==> src/rtl/stirq_pkg.sv <==
package stirq_pkg;

    localparam int unsigned STAT_W      = 24;
    localparam int unsigned BIT_BADCMD  = 0;
    localparam int unsigned BIT_WDOG    = 5;

    // implemented status positions (reserved ones read 0)
    localparam logic [STAT_W-1:0] VALID_BITS = 24'hEBF83D;
    // positions an external event strobe may set
    localparam logic [STAT_W-1:0] EVENT_BITS = 24'hEBF81C;
    // the only active-low position
    localparam logic [STAT_W-1:0] LOW_ACTIVE = 24'h000001;

    typedef enum logic [1:0] {
        MODE_LVL_LO   = 2'b00,
        MODE_LVL_HI   = 2'b01,
        MODE_EDGE_LO  = 2'b10,
        MODE_EDGE_HI  = 2'b11
    } irq_mode_e;

    typedef struct packed {
        logic [STAT_W-1:0] stat;
        logic [STAT_W-1:0] mask;
    } regs_t;

endpackage

==> src/rtl/stirq_watchdog.sv <==
module stirq_watchdog #(
    parameter int unsigned LIMIT = 20_480_000,
    localparam int unsigned CW   = $clog2(LIMIT + 1)
) (
    input  logic clk,
    input  logic rst_n,
    input  logic energy_rd,
    output logic expire,
    output logic clr_ok
);

    typedef struct packed {
        logic [CW-1:0] cnt;
        logic          seen;
    } wd_t;

    localparam logic [CW-1:0] LAST = CW'(LIMIT - 1);
    localparam logic [CW-1:0] SAT  = CW'(LIMIT);

    wd_t wd_d, wd_q;

    always_comb begin
        wd_d   = wd_q;
        expire = 1'b0;
        if (energy_rd) begin
            wd_d.cnt = '0;
        end else if (wd_q.cnt == LAST) begin
            wd_d.cnt = SAT;
            expire   = 1'b1;
        end else if (wd_q.cnt < SAT) begin
            wd_d.cnt = wd_q.cnt + 1'b1;
        end
        if (expire) begin
            wd_d.seen = 1'b0;
        end else if (energy_rd) begin
            wd_d.seen = 1'b1;
        end
    end

    always_ff @(posedge clk or negedge rst_n) begin
        if (!rst_n) begin
            wd_q <= '0;
        end else begin
            wd_q <= wd_d;
        end
    end

    assign clr_ok = wd_q.seen;

    // one expiry per quiet period
    a_r10_single_fire: assert property (@(posedge clk) disable iff (!rst_n)
        expire |=> !expire);
    // a read restarts the count, so no expiry right after it
    a_r10_read_restarts: assert property (@(posedge clk) disable iff (!rst_n)
        energy_rd |=> !expire);
    // clear permission is withdrawn when the bit is raised
    a_r11_perm_dropped: assert property (@(posedge clk) disable iff (!rst_n)
        expire |=> !clr_ok);

endmodule

==> src/rtl/stirq_status.sv <==
module stirq_status
    import stirq_pkg::*;
(
    input  logic              clk,
    input  logic              rst_n,
    input  logic [STAT_W-1:0] evt_set,
    input  logic              bad_cmd,
    input  logic              port_init,
    input  logic              stat_wr,
    input  logic [STAT_W-1:0] stat_wdata,
    input  logic              mask_wr,
    input  logic [STAT_W-1:0] mask_wdata,
    input  logic              wdog_expire,
    input  logic              wdog_clr_ok,
    output logic [STAT_W-1:0] status_q,
    output logic [STAT_W-1:0] mask_q
);

    localparam logic [STAT_W-1:0] WDOG_ONE = STAT_W'(1) << BIT_WDOG;
    localparam logic [STAT_W-1:0] CLR_BASE = VALID_BITS & ~LOW_ACTIVE;

    regs_t r_d, r_q;
    logic [STAT_W-1:0] set_v;
    logic [STAT_W-1:0] clr_v;
    logic [STAT_W-1:0] clr_allow;

    always_comb begin
        r_d       = r_q;
        clr_allow = wdog_clr_ok ? CLR_BASE : (CLR_BASE & ~WDOG_ONE);
        set_v     = (evt_set & EVENT_BITS) | (wdog_expire ? WDOG_ONE : '0);
        clr_v     = stat_wr ? (stat_wdata & clr_allow) : '0;
        r_d.stat  = (r_q.stat & ~clr_v) | set_v;
        if (port_init) begin
            r_d.stat[BIT_BADCMD] = 1'b1;
        end else if (bad_cmd) begin
            r_d.stat[BIT_BADCMD] = 1'b0;
        end else begin
            r_d.stat[BIT_BADCMD] = r_q.stat[BIT_BADCMD];
        end
        if (mask_wr) begin
            r_d.mask = mask_wdata & VALID_BITS;
        end
    end

    always_ff @(posedge clk or negedge rst_n) begin
        if (!rst_n) begin
            r_q.stat <= LOW_ACTIVE;
            r_q.mask <= '0;
        end else begin
            r_q <= r_d;
        end
    end

    assign status_q = r_q.stat;
    assign mask_q   = r_q.mask;

    // a written 1 on a plain event bit with no concurrent set leaves it clear
    a_r3_write_clears: assert property (@(posedge clk) disable iff (!rst_n)
        (stat_wr && evt_set == '0) |=> ((status_q & $past(stat_wdata & EVENT_BITS)) == '0));
    // a set in the same cycle as a clear wins
    a_r4_set_wins: assert property (@(posedge clk) disable iff (!rst_n)
        ((evt_set & EVENT_BITS) != '0) |=>
        ((status_q & $past(evt_set & EVENT_BITS)) == $past(evt_set & EVENT_BITS)));
    // port init restores the active-low flag
    a_r6_init_restores: assert property (@(posedge clk) disable iff (!rst_n)
        port_init |=> status_q[BIT_BADCMD]);
    // bad command drops the flag when no init arrives
    a_r6_badcmd_drops: assert property (@(posedge clk) disable iff (!rst_n)
        (bad_cmd && !port_init) |=> !status_q[BIT_BADCMD]);
    // no clear of the watchdog bit without a prior read
    a_r11_wdog_held: assert property (@(posedge clk) disable iff (!rst_n)
        (status_q[BIT_WDOG] && !wdog_clr_ok) |=> status_q[BIT_WDOG]);

endmodule

==> src/rtl/stirq_pin.sv <==
module stirq_pin
    import stirq_pkg::*;
#(
    parameter int unsigned PULSE_W = 4,
    localparam int unsigned PW     = $clog2(PULSE_W + 1)
) (
    input  logic              clk,
    input  logic              rst_n,
    input  logic [STAT_W-1:0] status_q,
    input  logic [STAT_W-1:0] mask_q,
    input  logic [1:0]        irq_mode,
    output logic              irq_pin
);

    typedef struct packed {
        logic          prev;
        logic [PW-1:0] left;
    } pin_t;

    pin_t p_d, p_q;
    logic cond;
    logic rise;
    logic pulsing;
    irq_mode_e mode;

    always_comb begin
        p_d    = p_q;
        cond   = |((status_q ^ LOW_ACTIVE) & mask_q);
        rise   = cond && !p_q.prev;
        p_d.prev = cond;
        if (rise) begin
            p_d.left = PW'(PULSE_W);
        end else if (p_q.left != '0) begin
            p_d.left = p_q.left - 1'b1;
        end
        pulsing = (p_q.left != '0);
        mode    = irq_mode_e'(irq_mode);
        unique case (mode)
            MODE_LVL_LO:  irq_pin = !cond;
            MODE_LVL_HI:  irq_pin = cond;
            MODE_EDGE_LO: irq_pin = !pulsing;
            MODE_EDGE_HI: irq_pin = pulsing;
            default:      irq_pin = !cond;
        endcase
    end

    always_ff @(posedge clk or negedge rst_n) begin
        if (!rst_n) begin
            p_q <= '0;
        end else begin
            p_q <= p_d;
        end
    end

    // a rise of the condition starts a pulse on the next clock
    a_r9_pulse_starts: assert property (@(posedge clk) disable iff (!rst_n)
        (rise && irq_mode == 2'b11) |=> (irq_mode != 2'b11 || irq_pin));
    // with no pending count and no rise, the line returns to idle
    a_r9_pulse_ends: assert property (@(posedge clk) disable iff (!rst_n)
        (p_q.left <= PW'(1) && !rise && irq_mode == 2'b11) |=> (irq_mode != 2'b11 || !irq_pin));
    // with an empty mask the level line never asserts
    a_r7_masked_quiet: assert property (@(posedge clk) disable iff (!rst_n)
        (mask_q == '0 && irq_mode == 2'b01) |-> !irq_pin);

endmodule

==> src/rtl/stirq_ctrl.sv <==
module stirq_ctrl
    import stirq_pkg::*;
#(
    parameter int unsigned WDOG_LIMIT = 20_480_000,
    parameter int unsigned PULSE_W    = 4
) (
    input  logic              clk,
    input  logic              rst_n,
    input  logic [STAT_W-1:0] evt_set,
    input  logic              bad_cmd,
    input  logic              port_init,
    input  logic              stat_wr,
    input  logic [STAT_W-1:0] stat_wdata,
    input  logic              mask_wr,
    input  logic [STAT_W-1:0] mask_wdata,
    input  logic              energy_rd,
    input  logic [1:0]        irq_mode,
    output logic [STAT_W-1:0] status_q,
    output logic [STAT_W-1:0] mask_q,
    output logic              irq_pin
);

    logic wdog_expire;
    logic wdog_clr_ok;

    stirq_watchdog #(
        .LIMIT (WDOG_LIMIT)
    ) u_wdog (
        .clk       (clk),
        .rst_n     (rst_n),
        .energy_rd (energy_rd),
        .expire    (wdog_expire),
        .clr_ok    (wdog_clr_ok)
    );

    stirq_status u_stat (
        .clk         (clk),
        .rst_n       (rst_n),
        .evt_set     (evt_set),
        .bad_cmd     (bad_cmd),
        .port_init   (port_init),
        .stat_wr     (stat_wr),
        .stat_wdata  (stat_wdata),
        .mask_wr     (mask_wr),
        .mask_wdata  (mask_wdata),
        .wdog_expire (wdog_expire),
        .wdog_clr_ok (wdog_clr_ok),
        .status_q    (status_q),
        .mask_q      (mask_q)
    );

    stirq_pin #(
        .PULSE_W (PULSE_W)
    ) u_pin (
        .clk      (clk),
        .rst_n    (rst_n),
        .status_q (status_q),
        .mask_q   (mask_q),
        .irq_mode (irq_mode),
        .irq_pin  (irq_pin)
    );

    // reserved positions never show in either register
    a_r5_reserved_zero: assert property (@(posedge clk) disable iff (!rst_n)
        ((status_q | mask_q) & ~VALID_BITS) == '0);

endmodule

==> config.mk <==
export PLATFORM = sky130hd
export DESIGN_NAME = stirq_ctrl
export DESIGN_NICKNAME = d
export VERILOG_FILES = /design/src/rtl/stirq_pkg.sv /design/src/rtl/stirq_watchdog.sv /design/src/rtl/stirq_status.sv /design/src/rtl/stirq_pin.sv /design/src/rtl/stirq_ctrl.sv
export SDC_FILE = /design/constraint.sdc
export NUM_CORES = 1
export LEC_CHECK = 0
export ABC_AREA = 1
export BUFFER_PORTS_ARGS = -buffer_cell sky130_fd_sc_hd__clkbuf_2
export CORE_MARGIN = 5
export CORE_UTILIZATION = 31
export DETAILED_ROUTE_END_ITERATION = 10
export GPL_TIMING_DRIVEN = 0
export PLACE_DENSITY = 0.54
export SYNTH_ARGS = -nofsm -noshare
export SYNTH_HDL_FRONTEND = slang
export SYNTH_SLANG_ARGS = --single-unit
==> constraint.sdc <==
create_clock -name clk -period 1.9 [get_ports clk]
set_clock_uncertainty 0.2 [all_clocks]
set_input_delay 0.19 -clock clk [delete_from_list [all_inputs] [get_ports clk]]
set_output_delay 0.19 -clock clk [all_outputs]
set_load 0.03 [all_outputs]
## Word level (Yosys, flattened, before mapping)

Index checks and enable logic that the tools add are counted.

- Register bits after elaboration: 70
- Output and inout port bits: 49
- Logic and storage cells: 47
- Bits of input ports: 81

- $add $sub $neg: 2
- Reduce and logical (&&, ||, !) cells: 11
- Eq/ne operators: 4
- $lt $le $gt $ge: 1
- Muxes and demuxes: 15
- Bitwise logic cells: 7

Operators with widths:

| kind | count |
|---|---|
| $mux 25 | 3 |
| $and 24x24->24 | 3 |
| $or 24x24->24 | 2 |
| $add 25x1->25 const B | 1 |
| $eq 25x25->1 const B | 1 |
| $lt 25x25->1 const B | 1 |
| $mux 24 | 1 |
| $not 24->24 | 1 |
| $reduce_or 24->1 | 1 |
| $mux 6 | 2 |
| $mux 1 | 6 |
| $mux 3 | 2 |
| $reduce_bool 2->1 | 3 |
| $reduce_bool 3->1 | 2 |
| $eq 2x2->1 const B | 2 |
| $pmux 1 s4 | 1 |
| $logic_not 1->1 | 3 |
| $sub 3x1->3 const B | 1 |
| $eq 2x1->1 const B | 1 |
| $logic_not 2->1 | 1 |
| $logic_and 1x1->1 | 1 |
| $not 1->1 | 1 |

## Depth between registers and ports, before layout

Gate-level depths: netlist of run 1.

- Depth after elaboration: 6
- Gate-level depth with buffers: 11
- Gate-level depth less buffers: 10

## By module

From an unflattened synthesis of run 1, not the netlist that was laid out.

- Cell total of the unflattened synthesis: 519
- Area, all modules: 3663.5 um2

Modules (own cells, without submodules):

| module | seq. area each (um2) | cells an instance | area an instance (um2) | instances |
|---|---|---|---|---|
| stirq_watchdog | 650.6 | 283 | 1839.3 | 1 |
| stirq_status | 802.0 | 163 | 1395.1 | 1 |
| stirq_pin | 100.1 | 73 | 429.2 | 1 |

## Worst setup path after synthesis of run 1

Ideal clock, no wire load.

- Path kind: register to output
- Start point: register u_stat.r_q, in the netlist u_stat.status_q[0]
- End point: output irq_pin
- Cell stages (with the launch flop): 8
- Required time: 1.510 ns
- Data arrival time: 1.377 ns
- Path slack: 0.133 ns
- Buffers on the path: 0
- Cell sequence: dfstp_2 -> o21ai_0 -> nor2_1 -> nand2_1 -> nor2_1 -> inv_1 -> nand2_1 -> nand3_1

- Longest elaborated chain between the ends: 5

RTL lines:

| what | RTL line | source |
|---|---|---|
| start: declaration | stirq_status.sv:22 | `regs_t r_d, r_q;` |
| start signal: assignment | stirq_status.sv:50 | `r_q <= r_d;` |
| $not 1->1 (no line) * | n/a |  |
| $and 24x24->24 * | stirq_pin.sv:28 | `cond = \|((status_q ^ LOW_ACTIVE) & mask_q);` |
| $reduce_or 24->1 * | stirq_pin.sv:28 |  |
| via u_pin.cond | stirq_pin.sv:21 | `logic cond;` |
| $logic_not 1->1 | stirq_pin.sv:39 | `MODE_LVL_LO: irq_pin = !cond;` |
| $pmux 1 s4 * | stirq_pin.sv:38 | `unique case (mode)` |
| end: declaration | stirq_ctrl.sv:20 | `output logic irq_pin` |

The timed path passes the listed nets; every way through them passes the cells marked *.

## Worst setup path after layout of run 1

Ends and elaborated chain as after synthesis.

==> results of run 1 <==
layer usage:
layer	part of all wire, %	vias to the layer above	global-route usage (%)
met5	0	-	0
met2	46	102	23.8
met1	44	1454	18.0
met4	1.9	0	4.89
met3	7.6	16	3.93
li1	-	1621	-
final cells by class:
class | instances | area [µm²]
clock buffers | 10 | 138
plain buffers | 22 | 163
fillers | 955 | 5570
flip-flops and latches | 62 | 1550
clock inverters | 6 | 70.1
well taps | 136 | 170
repair buffers | 147 | 1030
inverters | 35 | 138
multi-input cells | 303 | 1590
worst reg2reg max path, stage by stage (launching register included):
cell     delay, ps
dfrtp_1        400
ha_2           230
inv_2           60
nor2_4         150
nand2_4         80
nor2_4         140
nand2_4         90
nand2_8        100
inv_4           40
buf_6          130
o21ai_2         50
nor2_1          50
flip-flops by register name, summed over array words and instances, names as in the netlist:
| signal | count |
|---|---|
| u_wdog.clr_ok | 1 |
| u_wdog.wd_q | 25 |
| u_stat.status_q | 16 |
| u_stat.mask_q | 16 |
| u_pin.p_q | 4 |
per-stage QoR:
step / cell area (µm²) / instances / setup WS [ps]
4_1_cts: 4740 / 713 / -179
2_1_floorplan: 3390 / 422 / 133
5_1_grt: 4840 / 721 / -224
6_report: 4840 / 721 / -100
3_3_place_gp: 3990 / 643 / -33.3
3_5_place_dp: 3990 / 643 / -38.6
synth_stat cells, drive strengths merged (2+ instances only):
master	n
dfrtp	61
nand2	126
ha	3
o21bai	2
inv	35
a21oi	15
mux2	15
xnor2	2
clkbuf	2
nor2	58
nand3b	4
a31oi	2
buf	20
nand4	8
o21ai	9
nand3	18
nor3	6
a21o	14
where the power goes:
| group | internal [µW] | switching, µW | leakage [µW] | total [µW] |
|---|---|---|---|---|
| registers | 1420 | 68.3 | 0.000752 | 1480 |
| clock network | 647 | 556 | 0.0000951 | 1200 |
| logic | 348 | 423 | 0.00151 | 771 |
worst paths after layout:
kind / startpoint / slack [ps] / end
setup / recovery: u_stat.status_q[0] / -100 / irq_pin
hold / removal: mask_wr / 160 / u_stat.mask_q[3]
setup reg to reg: u_wdog.wd_q[1] / 80 / u_wdog.wd_q[10]
hold reg to reg: u_pin.p_q[3] / 270 / u_pin.p_q[2]
max in group asynchronous: rst_n / 620 / u_wdog.wd_q[13]
min in group asynchronous: rst_n / 310 / u_stat.status_q[17]
cells by family after synthesis:
group	synth area share, %
other cells	0.113
flops	46.6
mux	5.07
fa+ha+maj	1.13
compound gates	8.22
buf+inv	8.90
simple gates	29.2
xor+xnor	0.788
what timing repair did:
item                                   in CTS  in global routing
endpoints found under the hold margin      93                  0
setup buffers                               5                  8
setup endpoints to repair                  11                 16
cloned                                      0                  0
hold buffers                               49                  0
resized for setup                           7                 13
pin swaps                                   4                  8
==> metrics.txt, run 1 <==
Critical-path top delay cell=dfstp_2; Hold Crit Class=in2reg; critical path class=reg2out; status=finished with violations; Clock Latency Late Sink=between 300 and 400 ps; post-synth top area share=45.8%; routability cong.=slightly above 0.9; Syn. warnings=0; Crit path depth=8; port buffer count=85; post-route antenna net violation count=0; Worst setup EP type=output port; min setup slack post-route=-100 ps; buffers and inverters on the worst path=2; hold path depth=2; Mapped Area=3330 µm²; NumNets Final=664; Seq/Total Area, Yosys=a little under half; DRT Pass-1 Iters=4; critical path's largest stage delay=550 ps; clock-pin slew on the worst setup and hold paths=80 ps; first-pass GRT wire length=around 15 mm; row count=37; vias post-DR=3193; Post-synth ARST share=100%; # IOs=130; Clock Path Buffers=2; type of origin of the critical path=flip-flop; Crit path max-delay family=flip-flops; relative slew slack=between 40% and 50%; RSZ-0062 raised after global routing=yes; number of diodes=0; Max Freq=500 MHz; Syn Area/Cell=just over 8 µm²; number of synthesized register bits=62; utilization after layout=46.5%; Worst-Margin Slew=848 ps; Congestion Overflow GR=0; total power=3460 µW; die height=114 µm; cell taking the most area after synthesis=dfrtp_1; Via density=4.43; WP data arrival=1610 ps; vias in the first global route=3103; final cycle utilization of the critical path=105%; min Tclk post-route=~2000 ps; initial antenna violation count=0; Max Fanout on Critical Path=3; Core ar.=10400 µm²; worst-path cell chain=o21ai_2 -> nor2_1 -> nand2_1 -> nor2_4 -> inv_2 -> nand2_2 -> nand3_2 -> buf_8; setup TNS=-100 ps; initial drt markers=approximately 220; area grow syn2layout=45.3%; CTS Root Cell=clkbuf_8; R2R depth=11; Cells after Synth=407; total CTS buffers=9; Die X=between 100 and 150 µm; global router's overall resource usage=14.4%; Wirelength per Cell=12.8 µm; H-tree level count=3; failing checks=setup timing; clock net sink count=slightly above 60; hold_ws=between 150 and 200 ps; Final setup viols=1; WP data required=1510 ps; top cells by area, synth=dfrtp_1 (46%), nand2_1 (14%), nor2_1 (6.0%); commonest non-fill, non-tap cells in the layout=nand2_1 (119), clkbuf_2 (83), dfrtp_1 (61); final WL=9.21 mm; Power Density=a little over 700 nW/µm²; die area=12900 µm²; max_cap viols=0; Leak=0.00236 µW; Synth cell types=37; largest net degree at the start of global routing=63; dpl hpwl=between 6 and 7 mm; Worst VDD drop=between 300 and 400 µV; final hold vios=0; drt drc=0; initial core utilization=32.0%; commonest non-fill, non-tap cell in the layout=nand2_1; CTS tree=yes; Slew Viols, Final=0; layout cells sized above 1=31.1%; number of synthesized flops with an enable pin=0; ys flop type=dfrtp_1
Power figures use the tool's default switching activity.
==> inputs of run 2 (changes only) <==
CORE_ASPECT_RATIO = 1.5   (was not set)
CORE_UTILIZATION = 44   (was 31)
PLACE_DENSITY = 0.73   (was 0.54)
==> metrics.txt, run 2 (synthesis results as in run 1) <==
total power=4090 µW (+18%); vias in the first global route=3355 (+8.1%); Flop pwr share=36.4% (-6.5 points); die height=117 µm (+2.6%); setup TNS=-114 ps (-13.5 ps); max_cap viols=0 (unchanged); Clock power frac=42.7% (+7.9 points); Clock Path Buffers=2 (unchanged); WP data required=1510 ps (about the same); Max Freq=497 MHz (-0.67%); layout cells sized above 1=34.0% (+2.9 points); Core ar.=7510 µm² (-28%); RSZ-0062 raised after global routing=yes; R2R setup slack=0 ps (-80 ps); Switching Fraction=27.0% (-3.3 points); Max Fanout on Critical Path=4 (+1); Slew Viols, Final=0 (unchanged); min setup slack post-route=-114 ps (-13.5 ps); final cycle utilization of the critical path=106% (+0.71 points); commonest non-fill, non-tap cell in the layout=nand2_1; vias post-DR=3383 (+6.0%); Hold Crit Class=in2reg; area taken by multi-input logic gates=1630 µm² (+2.9%); status=finished with violations; row count=39 (+5.4%); initial drt markers=137 (-37%); Worst-Margin Slew=852 ps (+3.57 ps); Clock Latency Late Sink=320 ps (-30 ps); max FFs per register=25 (unchanged); Storage cell area=1550 µm² (about the same); global router's overall resource usage=21.1% (+6.7 points); Logic pwr share=20.9% (-1.4 points); Worst VDD drop=703 µV (+110%); relative slew slack=43.2% (-0.24 points); Top reg by flops=u_wdog.wd_q; failing checks=setup timing; CTS Root Cell=clkbuf_16; critical path class=reg2out; dpl hpwl=6.36 mm (-3.5%); clock net sink count=62 (unchanged); # IOs=130 (unchanged); Worst setup EP type=output port; die area=9450 µm² (-27%); WP data arrival=1620 ps (about the same); Final setup viols=1 (unchanged); area grow syn2layout=53.4%; final WL=10.1 mm (+10%); post-route antenna net violation count=0 (unchanged); Die X=81.1 µm (-29%); NumNets Final=676 (+1.8%); largest net degree at the start of global routing=63 (unchanged); Congestion Overflow GR=0 (unchanged); min Tclk post-route=2010 ps (+13.5 ps); clock-pin slew on the worst setup and hold paths=60 ps (-20 ps); NetSw=1110 µW (+5.5%); Final Cell Area=5110 µm² (+5.6%); utilization after layout=68.0% (+22 points); commonest non-fill, non-tap cells in the layout=nand2_1 (115), clkbuf_2 (83), dfrtp_1 (60); Fillers=593 (-38%); hold_ws=236 ps (+79.1 ps); Post-Place Cell Area=3950 µm² (-1.1%); routability cong.=0.858 (-5.5%); Leak=0.00250 µW (+6.0%); Via density=4.83 (+9.1%); total CTS buffers=9 (unchanged); final hold vios=0 (unchanged); total internal power=2990 µW (+24%); port buffer count=85 (unchanged); drt drc=0 (unchanged); type of origin of the critical path=flip-flop; DRT Pass-1 Iters=4 (unchanged); initial core utilization=44.4% (+12 points); H-tree level count=3 (unchanged); Power Density=800 nW/µm² (+12%); initial antenna violation count=0 (unchanged); CTS tree=yes; first-pass GRT wire length=15.1 mm (+1.7%); Wirelength per Cell=14.5 µm (+14%)
run 2: changes by cell type in the layout (fill, tap and decap cells not counted), sizes merged:
cell,previous run,this run
clkinvlp,4,3
buf,34,45
clkbuf,96,97
inv,35,34
diode,0,1
bufinv,1,2
clkinv,1,2
run 2: final timing paths:
kind                                    startpoint                to  cells past startpoint
worst min-delay path                       mask_wr  u_stat.mask_q[2]                      2
min in group asynchronous                    rst_n   u_wdog.wd_q[12]                      2
max in group asynchronous                    rst_n    u_wdog.wd_q[1]                      2
worst max-delay path            u_stat.status_q[5]           irq_pin                      9
worst min register to register       u_wdog.clr_ok     u_wdog.clr_ok                      2
worst max register to register      u_wdog.wd_q[2]   u_wdog.wd_q[10]                     12
run 2: area by class of cell:
cell class / count / area share [%]
Multi-Input combinational cell: 303 / 31.9
Antenna cell: 1 / 0.0489
Timing Repair Buffer: 159 / 22.7
Sequential cell: 62 / 30.4
Clock inverter: 6 / 1.66
Buffer: 22 / 3.26
Clock buffer: 10 / 4.67
Inverter: 35 / 2.84
Tap cell: 102 / 2.50
run 2: worst max-delay path: stages, from the launching register on:
cell	delay, ps
dfrtp_1	390
nand2_1	80
nand2_1	50
nor2_1	130
nand2_1	120
nor2_4	170
inv_2	60
nand2_2	50
nand3_2	90
buf_8	150
run 2: metrics by stage:
stage	std cells	setup slack, ps
2_1_floorplan	422	133
3_3_place_gp	609	-39.4
3_5_place_dp	609	-81.8
4_1_cts	687	-181
5_1_grt	699	-204
6_report	700	-114
run 2: repair_timing:
action                     4_1_cts  5_1_grt
cloned                           0        1
gates resized for setup         20       26
hold endpoints to repair        93        0
setup endpoints to repair       14       16
pin swaps                        5       13
hold buffers                    49        0
setup buffers                   13       15
run 2: power groups by stage:
stage	Combinational [µW]	Sequential, µW	Clock, µW
floorplan	346	1610	0
detailed placement	667	1510	0
global route	921	1500	1850
CTS	789	1490	1780
global placement	643	1500	0
finish	855	1490	1750
run 2: metal layers:
| metal | vias to the layer above | wire [µm] | global-route usage (%) |
|---|---|---|---|
| met1 | 1611 | 3550 | 20.0 |
| met3 | 11 | 625 | 3.94 |
| li1 | 1651 | - | - |
| met4 | 0 | 116 | 10.0 |
| met5 | - | 0 | 0 |
| met2 | 110 | 5860 | 41.9 |
==> inputs of run 3 (changes only) <==
REMOVE_ABC_BUFFERS = 1   (was not set)
SLEW_MARGIN = 20   (was not set)
==> metrics.txt, run 3 (synthesis results as in run 1) <==
final hold vios=0 (unchanged); # IOs=130 (unchanged); Top reg by flops=u_wdog.wd_q; final WL=9.78 mm (-3.6%); die height=117 µm (unchanged); Clock Latency Late Sink=330 ps (about the same); Worst VDD drop=443 µV (-37%); dpl hpwl=5.85 mm (-8.0%); initial drt markers=120 (-12%); DRT Pass-1 Iters=5 (+1); Flop pwr share=38.1% (+1.7 points); vias post-DR=3355 (-0.83%); R2R depth=12 (unchanged); WP data arrival=1580 ps (-40 ps); H-tree level count=3 (unchanged); number of diodes=0 (-1); global router's overall resource usage=20.2% (-0.90 points); Congestion Overflow GR=0 (unchanged); worst r2r src=u_stat.status_q[14]; final cycle utilization of the critical path=104% (-2.2 points); Fillers=552 (-6.9%); Place WS=6.46 ps (+88.3 ps); reg2reg end=u_pin.p_q[3]; row count=39 (unchanged); routability cong.=0.834 (-2.8%); Clock power frac=41.2% (-1.5 points); status=finished with violations; CTS tree=yes; initial antenna violation count=0 (unchanged); drt drc=0 (unchanged); R2R setup slack=10 ps (about the same); Worst setup endpoint=irq_pin; hold_ws=68.5 ps (-168 ps); NetSw=1100 µW (-0.91%); Worst setup EP type=output port; Max Fanout on Critical Path=4 (unchanged); Via density=4.91 (+1.6%); RSZ-0062 raised after global routing=yes; Switching Fraction=28.0% (+1.0 points); critical path class=reg2out; Power Density=790 nW/µm² (-1.3%); Leak=0.00240 µW (-4.1%); CTS Root Cell=clkbuf_16; first-pass GRT wire length=14.6 mm (-3.6%); Critical-path top delay cell=dfrtp_1; failing checks=setup timing; initial core utilization=44.4% (unchanged); Worst Setup SP=u_pin.p_q[0]; port buffer count=86 (+1.2%); Clock Path Buffers=2 (unchanged); post-route antenna net violation count=0 (unchanged); Slew Viols, Final=0 (unchanged); Max Freq=507 MHz (+2.1%); WP data required=1510 ps (about the same); critical path's largest stage delay=390 ps (about the same); commonest non-fill, non-tap cell in the layout=nand2_1; type of origin of the critical path=flip-flop; Wirelength per Cell=14.3 µm (-1.2%); die area=9450 µm² (unchanged); clock net sink count=62 (unchanged); worst-path cell chain=inv_1 -> ha_1 -> nand2_2 -> nand3_1 -> o21a_1 -> nand3_2 -> buf_8; Final setup viols=1 (unchanged); area grow syn2layout=48.5%; max_cap viols=0 (unchanged); max FFs per register=25 (unchanged); layout cells sized above 1=30.8% (-3.2 points); Storage cell area=1550 µm² (about the same); Hold Crit Class=in2async; total internal power=2810 µW (-5.8%); vias in the first global route=3262 (-2.8%); min Tclk post-route=1970 ps (-41.6 ps); total CTS buffers=9 (unchanged); Die X=81.1 µm (unchanged); area taken by multi-input logic gates=1660 µm² (+1.4%); Core ar.=7510 µm² (unchanged); NumNets Final=660 (-2.4%); clock-pin slew on the worst setup and hold paths=50 ps (about the same); Logic pwr share=20.7% (-0.2 points); min setup slack post-route=-72.0 ps (+41.6 ps); largest net degree at the start of global routing=54 (-14%); commonest non-fill, non-tap cells in the layout=nand2_1 (117), clkbuf_2 (84), dfrtp_1 (61)
-- run 3: cell count changes in the layout (fill, tap and decap cells not counted), sizes merged --
cell | before | now
buf | 45 | 29
inv | 34 | 35
clkinvlp | 3 | 1
nand3 | 18 | 20
diode | 1 | 0
bufinv | 2 | 1
-- run 3: area by class of cell --
cell class | instances | area share [%]
inverter | 35 | 2.76
clock inverter | 4 | 0.961
timing repair buffer | 163 | 23.9
multi-input combinational | 305 | 33.5
sequential | 62 | 31.4
tap | 102 | 2.58
clock buffer | 12 | 4.98
-- run 3: power by group through the flow --
stage	combinational (µW)	sequential, µW	clock (µW)
after global placement	612	1500	0
after detailed placement	643	1510	0
after global routing	878	1500	1710
after floorplan	310	1610	0
after CTS	748	1480	1630
final	809	1490	1610
-- run 3: layer usage --
| metal | vias up | GRT usage, % | part of all wire, % |
|---|---|---|---|
| li1 | 1617 | - | - |
| met1 | 1590 | 20.2 | 36 |
| met2 | 121 | 38.1 | 54 |
| met3 | 27 | 3.70 | 6.2 |
| met4 | 0 | 11.6 | 2.9 |
| met5 | - | 0 | 0 |
-- run 3: worst min path at each step --
stage          cells past startpoint  slack [ps]             endpoint
6_report                           2          70    u_stat.mask_q[22]
3_5_place_dp                       1        -130    u_stat.mask_q[21]
3_3_place_gp                       2         150   u_stat.status_q[0]
5_1_grt                            2          80  u_stat.status_q[21]
2_1_floorplan                      0        -310         u_pin.p_q[0]
4_1_cts                            2          60    u_stat.mask_q[21]
-- run 3: per-stage QoR --
stage                     TNS [ps]  area [µm²]  total power (µW)  util, %  cells
after floorplan                  0        3230              1920        -    400
after global placement           0        3780              2110     50.4    588
after detailed placement         0        3810              2150     50.8    589
after CTS                     -227        4700              3870     62.6    662
after global routing          -333        4950              4090     65.9    683
final                        -72.0        4950              3910     65.9    683
-- run 3: critical path: cells and delay by family, from the launching register on --
| family | cells | cell delay (ps) |
|---|---|---|
| flops | 1 | 390 |
| simple gates | 3 | 280 |
| buf+inv | 2 | 250 |
| fa+ha+maj | 1 | 180 |
| compound gates | 1 | 160 |
-- run 3: what timing repair did --
item	CTS	global route
hold buffers	49	0
buffers inserted	8	19
setup endpoints to repair	12	23
endpoints found under the hold margin	94	0
gates resized for setup	11	22
pin swaps	5	11
cloned	0	2
